**config.mk**
```make
export PLATFORM = sky130hd
export DESIGN_NAME = phantom_rr_arbiter
export DESIGN_NICKNAME = d
export VERILOG_FILES = /design/src/rtl/phantom_rr_pkg.sv /design/src/rtl/rr_pick.sv /design/src/rtl/rr_pos_reg.sv /design/src/rtl/phantom_rr_arbiter.sv
export SDC_FILE = /design/constraint.sdc
export NUM_CORES = 1
export LEC_CHECK = 0
export BUFFER_PORTS_ARGS = -buffer_cell sky130_fd_sc_hd__buf_2
export CAP_MARGIN = 15
export CORE_AREA = 4 4 49 51
export CTS_CLUSTER_DIAMETER = 30
export CTS_CLUSTER_SIZE = 30
export DETAILED_ROUTE_END_ITERATION = 12
export DIE_AREA = 0 0 53 55
export PLACE_DENSITY = 0.71
export SETUP_SLACK_MARGIN = 0.05
export SLEW_MARGIN = 20
export SYNTH_ARGS = -nofsm -noshare
export SYNTH_HDL_FRONTEND = slang
export SYNTH_SLANG_ARGS = --single-unit
```
**constraint.sdc**
```tcl
create_clock -name clk_i -period 4.2 [get_ports clk_i]
set_input_delay 1.26 -clock clk_i [delete_from_list [all_inputs] [get_ports clk_i]]
set_output_delay 1.26 -clock clk_i [all_outputs]
set_load 0.05 [all_outputs]
```
**src/rtl/phantom_rr_pkg.sv**
```systemverilog
`timescale 1ns/1ps
package phantom_rr_pkg;
  localparam int unsigned GRP_N   = 2;
  localparam int unsigned REAL_N  = 3;
  localparam int unsigned SLOT_N  = REAL_N + 1;
  localparam int unsigned ID_W    = $clog2(SLOT_N);
  localparam int unsigned REQ_N   = GRP_N * REAL_N;
  localparam logic [ID_W-1:0] PHANTOM = ID_W'(REAL_N);
endpackage

```
**src/rtl/rr_pick.sv**
```systemverilog
`timescale 1ns/1ps
module rr_pick #(
  parameter int unsigned N = 4,
  parameter int unsigned W = $clog2(N)
) (
  input  logic [N-1:0] req_i,
  input  logic [W-1:0] last_i,
  output logic         found_o,
  output logic [W-1:0] win_o
);
  always_comb begin
    found_o = 1'b0;
    win_o   = last_i;
    for (int unsigned k = 1; k <= N; k++) begin
      int unsigned idx;
      idx = (int'(last_i) + k) % N;
      if (!found_o && req_i[idx]) begin
        found_o = 1'b1;
        win_o   = W'(idx);
      end
    end
  end
endmodule

```
**src/rtl/rr_pos_reg.sv**
```systemverilog
`timescale 1ns/1ps
module rr_pos_reg #(
  parameter int unsigned W = 2,
  parameter logic [W-1:0] RST_VAL = '1
) (
  input  logic         clk_i,
  input  logic         rst_ni,
  input  logic         en_i,
  input  logic [W-1:0] d_i,
  output logic [W-1:0] q_o
);
  always_ff @(posedge clk_i or negedge rst_ni) begin
    if (!rst_ni)   q_o <= RST_VAL;
    else if (en_i) q_o <= d_i;
  end
endmodule

```
**src/rtl/phantom_rr_arbiter.sv**
```systemverilog
`timescale 1ns/1ps
module phantom_rr_arbiter
  import phantom_rr_pkg::*;
(
  input  logic             clk_i,
  input  logic             rst_ni,
  input  logic [REQ_N-1:0] req_i,
  input  logic             done_i,
  output logic [REQ_N-1:0] gnt_o,
  output logic [ID_W-1:0]  gnt_id_o,
  output logic             grp_o
);
  logic             act_q;
  logic [GRP_N-1:0] any_req;
  logic [GRP_N-1:0] found;
  logic [ID_W-1:0]  win  [GRP_N];
  logic [ID_W-1:0]  pos  [GRP_N];
  logic [GRP_N-1:0] pos_en;

  logic             decide, act_found, handoff, nxt_grp;
  logic [ID_W-1:0]  act_win, nxt_slot;
  logic [REQ_N-1:0] gnt_d;

  assign decide = !(|gnt_o) || done_i;

  for (genvar g = 0; g < GRP_N; g++) begin : g_grp
    logic [SLOT_N-1:0] slot_req;
    assign any_req[g] = |req_i[g*REAL_N +: REAL_N];
    // phantom requests only in the active group, on behalf of the other one
    assign slot_req = {(act_q == 1'(g)) && any_req[GRP_N-1-g], req_i[g*REAL_N +: REAL_N]};

    rr_pick #(.N(SLOT_N), .W(ID_W)) i_pick (
      .req_i  (slot_req),
      .last_i (pos[g]),
      .found_o(found[g]),
      .win_o  (win[g])
    );

    assign pos_en[g] = decide && act_found && ((act_q == 1'(g)) || handoff);

    rr_pos_reg #(.W(ID_W), .RST_VAL(PHANTOM)) i_pos (
      .clk_i (clk_i),
      .rst_ni(rst_ni),
      .en_i  (pos_en[g]),
      .d_i   (win[g]),
      .q_o   (pos[g])
    );
  end

  assign act_found = found[act_q];
  assign act_win   = win[act_q];
  assign handoff   = act_found && (act_win == PHANTOM);
  assign nxt_grp   = handoff ? ~act_q : act_q;
  assign nxt_slot  = handoff ? win[~act_q] : act_win;

  always_comb begin
    gnt_d = '0;
    if (act_found) gnt_d[int'(nxt_grp) * REAL_N + int'(nxt_slot)] = 1'b1;
  end

  always_ff @(posedge clk_i or negedge rst_ni) begin
    if (!rst_ni) begin
      act_q    <= 1'b0;
      gnt_o    <= '0;
      gnt_id_o <= '0;
    end else if (decide) begin
      gnt_o <= gnt_d;
      if (act_found) begin
        act_q    <= nxt_grp;
        gnt_id_o <= nxt_slot;
      end
    end
  end

  assign grp_o = act_q;


  gnt_onehot_chk: assert property (@(posedge clk_i) disable iff (!rst_ni)
    $onehot0(gnt_o));

  gnt_map_chk: assert property (@(posedge clk_i) disable iff (!rst_ni)
    (|gnt_o) |-> (gnt_id_o != PHANTOM && gnt_o[int'(grp_o) * REAL_N + int'(gnt_id_o)]));

  gnt_hold_chk: assert property (@(posedge clk_i) disable iff (!rst_ni)
    ((|gnt_o) && !done_i) |=> ($stable(gnt_o) && $stable(grp_o) && $stable(gnt_id_o)));

  idle_drop_chk: assert property (@(posedge clk_i) disable iff (!rst_ni)
    (!(|req_i) && (!(|gnt_o) || done_i)) |=> (gnt_o == '0 && $stable(grp_o)));

  grp_flip_chk: assert property (@(posedge clk_i) disable iff (!rst_ni)
    !$stable(grp_o) |-> (|gnt_o));
endmodule

```
==> metrics.md, run 1 <==
| Metric | Value |
|---|---|
| Run status | finished, final reports clean |
| Syn_nets | ~120 |
| Post-CTS Setup Inserts | 0 |
| Clock Skews | between 0.008 and 0.009 ns |
| Tightest Pin Transition | around 0.46 ns |
| Fin nets | 140 |
| Pre-CTS setup slack | about 0.11 ns |
| Async SR Flop Fraction | 100% |
| Starting Density | between 50% and 60% |
| Final WS setup | 0.393 ns |
| Setup TNS | 0 ns |
| Fmax | about 260 MHz |
| Netlist cell types | 43 |
| CTS tree | done |
| DIE AREA | 0.00292 mm2 |
| Hold Path Class | reg2reg |
| Reg clk slew, reported paths | around 0.09 ns |
| Area contributors post-synth | dfrtp_1, dfstp_2, nor2_1, ha_1, nor3_1 |
| Cell mode on critical path | ha_1 |
| Remaining Overflow, GRT | 0 |
| Vias in the first global route | slightly below 900 |
| Vias/cell | just under 6 |
| CP Class | in2reg |
| Cell taking the most area after synthesis | dfrtp_1 |
| Antenna-violating nets left | 0 |
| CP Capture Type | flop |
| CTS buffer count | 3 |
| Post-Place Cells | 149 |
| Most common library cells after synthesis | nor2_1, dfrtp_1, nand2_1 |
| Critical path launch point type | primary input |
| First-pass GRT wire length | roughly 4000 um |
| Diodes inserted | 0 |
| Core Region | around 0.002 mm2 |
| Slowest stage cell, crit path | fa_1 |
| Port Buf Inserts | 17 |
| Die height | around 55 um |
| All-Layer GR Usage | 18.9% |
| Critical path, cell by cell | buf_2 -> or3_4 -> a221oi_2 -> a21oi_2 -> o21ai_0 -> ha_1 -> ha_1 -> fa_1 -> inv_1 -> a32o_1 |
| Yosys warns | 0 |
| Endpoints failing setup | 0 |
| Vias | roughly 900 |
| Number of synthesized flops with an enable pin | 0 |
| DRC viols | 0 |
| Area Growth Syn to Fin | 11.9% |
| Clock Latency Late Sink | 0.29 ns |
| CTS resizes | 0 |
| Gpl congestion | 0.838 |
| Max Cap Viol | 0 |
| Detail Placement HPWL | about 1800 um |
| Detailed Route WL | 2260 um |
| Non-filler cells, final | ~150 |
| Row cnt | 16 |
| H-Tree Depth | 1 |
| CP arrival | ~4.0 ns |
| Relative slew slack | between 60% and 70% |
| CP max FO | 6 |
| Antenna violations before repair | 0 |
| Share of cells above drive strength 1 | a little under a third |
| Data required time of the critical path | 4.38 ns |
| Final Cycle Share | a little over 90% |
| Initial DRC count | 17 |
| RSZ-0062 raised after global routing | false |
| Clock sink count | 13 |
| Longest Clk Path Bufs | 2 |
| Register area share after synthesis | between 30% and 40% |
| DRT Pass-1 Iters | 5 |
| Synth Register Bits | 13 |
| Hold Vio Cnt, Final | 0 |
| Slowest stage delay, CP | ~0.56 ns |
| Syn Inst Count | 108 |
| Cell Area, Synth | around 0.001 mm2 |
| Largest net degree at the start of global routing | 14 |
| Main synth FF type | dfrtp_1 |
| Die width | 53 um |
| Synth top area share | between 20% and 30% |
| Hold buffers post-CTS | 0 |
| Clock period minus worst slack | 3.81 ns |
| Root buf cell | clkbuf_4 |
| Count leader, synth | nor2_1 |
| Avg Synthesized Cell Area | 9.33 um2 |
| Wire per inst | 14.8 um |
| IO Count | 18 |
| Slew Viols, Final | 0 |
-- layer usage --
metal	wire length [um]	track usage (%)	part of all wire (%)	vias up
met5	0	0	0	-
met4	29	6.38	1.3	0
met3	115	3.49	5.1	5
met2	1040	28.3	46	22
met1	1080	27.2	48	421
li1	-	-	-	453
-- final cells by class --
cell class / count / area, um2
clock buffer: 4 / 26.3
inverter: 5 / 18.8
timing repair buffer: 18 / 92.6
sequential: 13 / 330
tap: 27 / 33.8
fill: 185 / 815
multi-input combinational: 86 / 626
-- worst paths after layout --
path / startpoint / end / slack, ns / cells after the start
min in group asynchronous: rst_ni / gnt_id_o[0] / 0.83 / 1
max in group asynchronous: rst_ni / g_grp[1].i_pos.q_o[0] / 3.09 / 1
min: gnt_id_o[1] / gnt_id_o[1] / 0.52 / 2
max reg2reg: grp_o / gnt_o[1] / 0.94 / 10
max: req_i[4] / gnt_o[1] / 0.39 / 10
min reg2reg: gnt_id_o[1] / gnt_id_o[1] / 0.52 / 2
-- metrics by stage --
stage	util [%]	hold slack (ns)	cell area, um2
after global placement	56.7	0.483	1100
after global routing	58.1	0.557	1130
after floorplan	-	0.499	1010
final	58.1	0.518	1130
after detailed placement	56.7	0.504	1100
after CTS	58.1	0.524	1130
-- logic make-up after synthesis --
group	count (synthesis)	synth area share [%]
AO/OA/AOI/OAI	33	26.5
adder cells (fa/ha/maj)	4	5.71
buffers and inverters	9	5.09
flip-flops	13	32.8
multiplexers	2	2.24
AND/OR/NAND/NOR	47	27.7
-- cells in the final DEF (no fill, tap or decap), drive strengths merged, types with 4 or more instances in the layout --
master and count:
buf 18, nor2 13, nor3 8, inv 5
dfstp 4, nand2 8, dfrtp 9, o21ai 7
clkbuf 4, a21oi 6
-- sequential cells by signal (all words and copies together) (netlist names) --
register and cells:
gnt_id_o 2, grp_o 1, gnt_o 6, g_grp.i_pos.q_o 4
-- critical path, delay by kind of cell --
kind                       cells  cell delay, ns
and+or+nand+nor                1            0.42
AOI/OAI and AO/OA              4            0.97
buffers and inverters          2            0.23
adders and majority gates      3            1.09
Power of run 1 is left out: the tool's default activity adds up to more than one toggle a clock period on the data nets, which glitch-free logic cannot reach.
==> inputs of run 2 (changes only) <==
--- a/config.mk
+++ b/config.mk
@@ -7,12 +7,12 @@
 export LEC_CHECK = 0
 export BUFFER_PORTS_ARGS = -buffer_cell sky130_fd_sc_hd__buf_2
 export CAP_MARGIN = 15
-export CORE_AREA = 4 4 49 51
+export CORE_AREA = 4 4 47 49
 export CTS_CLUSTER_DIAMETER = 30
 export CTS_CLUSTER_SIZE = 30
 export DETAILED_ROUTE_END_ITERATION = 12
-export DIE_AREA = 0 0 53 55
-export PLACE_DENSITY = 0.71
+export DIE_AREA = 0 0 51 53
+export PLACE_DENSITY = 0.77
 export SETUP_SLACK_MARGIN = 0.05
 export SLEW_MARGIN = 20
 export SYNTH_ARGS = -nofsm -noshare
==> constraint.sdc (replaced) <==
create_clock -name clk_i -period 4.7 [get_ports clk_i]
set_input_delay 1.41 -clock clk_i [delete_from_list [all_inputs] [get_ports clk_i]]
set_output_delay 1.41 -clock clk_i [all_outputs]
set_load 0.05 [all_outputs]
==> metrics.md, run 2 (synthesized netlist as in run 1, its figures left out) <==
| Metric | Value |
|---|---|
| Max reg flops | 6 (unchanged) |
| Remaining Overflow, GRT | 0 (unchanged) |
| Max Cap Viol | 0 (unchanged) |
| CTS resizes | 0 (unchanged) |
| Starting Density | 54.1% (+2.2 points) |
| Data required time of the critical path | 4.86 ns (+0.48 ns) |
| Critical path, cell by cell | buf_2 -> or3_4 -> a221oi_2 -> a31oi_1 -> o21ai_0 -> ha_1 -> ha_1 -> fa_1 -> inv_1 -> a32o_1 |
| Tightest Pin Transition | 0.465 ns (+0.00148 ns) |
| Relative slew slack | 68.8% (-0.31 points) |
| Endpoints failing setup | 0 (unchanged) |
| Antenna-violating nets left | 0 (unchanged) |
| Core Util, Final | 60.1% (+2.1 points) |
| Pre-CTS setup slack | 0.421 ns (+0.308 ns) |
| CTS tree | done |
| Setup TNS | 0 ns (unchanged) |
| Slowest stage delay, CP | 0.56 ns (about the same) |
| Post-CTS Setup Inserts | 0 (unchanged) |
| Wire per inst | 14.4 um (-2.5%) |
| DIE AREA | 0.00270 mm2 (-7.3%) |
| Critical path launch point type | primary input |
| Clock period minus worst slack | a little over 4 ns |
| Port Buf Inserts | 17 (unchanged) |
| Die height | 53 um (-3.6%) |
| Vias in the first global route | 865 (-0.23%) |
| Reg clk slew, reported paths | 0.07 ns (-0.02 ns) |
| Most frequent cells in the layout | buf_2, nor2_1, dfrtp_1, nand2_1, nor3_1 |
| CTS buffer count | 3 (unchanged) |
| Antenna violations before repair | 0 (unchanged) |
| CP Class | in2reg |
| Commonest non-fill, non-tap cell in the layout | buf_2 |
| Cell mode on critical path | ha_1 |
| Filler cells | 185 (unchanged) |
| Fin nets | 139 (-0.71%) |
| Sequential cell area | 330 um2 (unchanged) |
| Hold Vio Cnt, Final | 0 (unchanged) |
| Initial DRC count | 14 (-3) |
| Hold buffers post-CTS | 0 (unchanged) |
| Fmax | 247 MHz |
| Largest regs | gnt_o: 6 flops, g_grp.i_pos.q_o: 4 flops, gnt_id_o: 2 flops |
| DRC viols | 0 (unchanged) |
| Slew Viols, Final | 0 (unchanged) |
| Multi-input gate area | 626 um2 (unchanged) |
| Share of cells above drive strength 1 | 31.2% (-0.55 points) |
| Clock Latency Late Sink | 0.27 ns (-0.02 ns) |
| Hold Slack | 0.497 ns (-0.0208 ns) |
| Area Growth Syn to Fin | 11.2% |
| Diodes inserted | 0 (unchanged) |
| All-Layer GR Usage | 18.3% (-0.60 points) |
| Clock Skews | 0.00147 ns (-0.00721 ns) |
| Hold Path Class | reg2reg |
| Row cnt | 16 (unchanged) |
| Die width | 51 um (-3.8%) |
| Largest net degree at the start of global routing | 14 (unchanged) |
| Final Cycle Share | between 80% and 90% |
| Final WS setup | 0.658 ns (+0.264 ns) |
| Biggest register | gnt_o |
| Clock sink count | 13 (unchanged) |
| CP Capture Type | flop |
| CP arrival | 4.20 ns (+0.21 ns) |
| Slowest stage cell, crit path | fa_1 |
| Longest Clk Path Bufs | 2 (unchanged) |
| Detailed Route WL | 2190 um (-3.1%) |
| Gpl congestion | 0.888 (+6.0%) |
| RSZ-0062 raised after global routing | false |
| IO Count | 18 (unchanged) |
| Vias | 902 (+0.11%) |
| DRT Pass-1 Iters | 4 (-1) |
| Root buf cell | clkbuf_4 |
| Detail Placement HPWL | 1730 um (-2.3%) |
| H-Tree Depth | 1 (unchanged) |
| Vias/cell | 5.93 (+0.77%) |
| Run status | finished, final reports clean |
| First-pass GRT wire length | 3730 um (-6.2%) |
| CP max FO | 5 (-1) |
| Core Region | 0.00186 mm2 (-4.1%) |
run 2: cell count changes in the layout (fill, tap and decap cells not counted), sizes merged:
cell	previous run	this run
buf	18	17
run 2: final cells by class:
type,count,area share [%]
flip-flops and latches,13,29.5
clock buffers,4,2.35
repair buffers,17,7.60
multi-input cells,86,55.9
well taps,27,3.02
inverters,5,1.68
run 2: final timing paths:
| check | startpoint | to | slack (ns) | depth (start not counted) |
|---|---|---|---|---|
| worst max-delay path | req_i[0] | gnt_o[1] | 0.66 | 10 |
| worst min-delay path | gnt_id_o[1] | gnt_id_o[1] | 0.50 | 2 |
| worst max register to register | g_grp[0].i_pos.q_o[1] | gnt_o[1] | 1.42 | 10 |
| worst min register to register | gnt_id_o[1] | gnt_id_o[1] | 0.50 | 2 |
| max in group asynchronous | rst_ni | g_grp[0].i_pos.q_o[1] | 3.41 | 1 |
| min in group asynchronous | rst_ni | gnt_id_o[0] | 1.01 | 1 |
run 2: worst max-delay path: cells and delay by family:
kind | cells | cell delay [ns]
simple gates | 1 | 0.42
fa+ha+maj | 3 | 1.10
buf+inv | 2 | 0.23
compound gates | 4 | 1.04
run 2: through the flow:
stage               cells  cell area, um2
detailed placement    148            1090
global route          152            1120
finish                152            1120
CTS                   152            1120
global placement      148            1090
floorplan             108            1010
run 2: per-layer routing:
| metal | track usage [%] | part of all wire, % | vias to the layer above |
|---|---|---|---|
| met1 | 21.5 | 44 | 430 |
| met4 | 9.42 | 0.87 | 0 |
| met3 | 3.10 | 3.9 | 3 |
| li1 | - | - | 444 |
| met2 | 31.8 | 51 | 25 |
| met5 | 0 | 0 | - |
Power of run 2 is left out for the same reason.
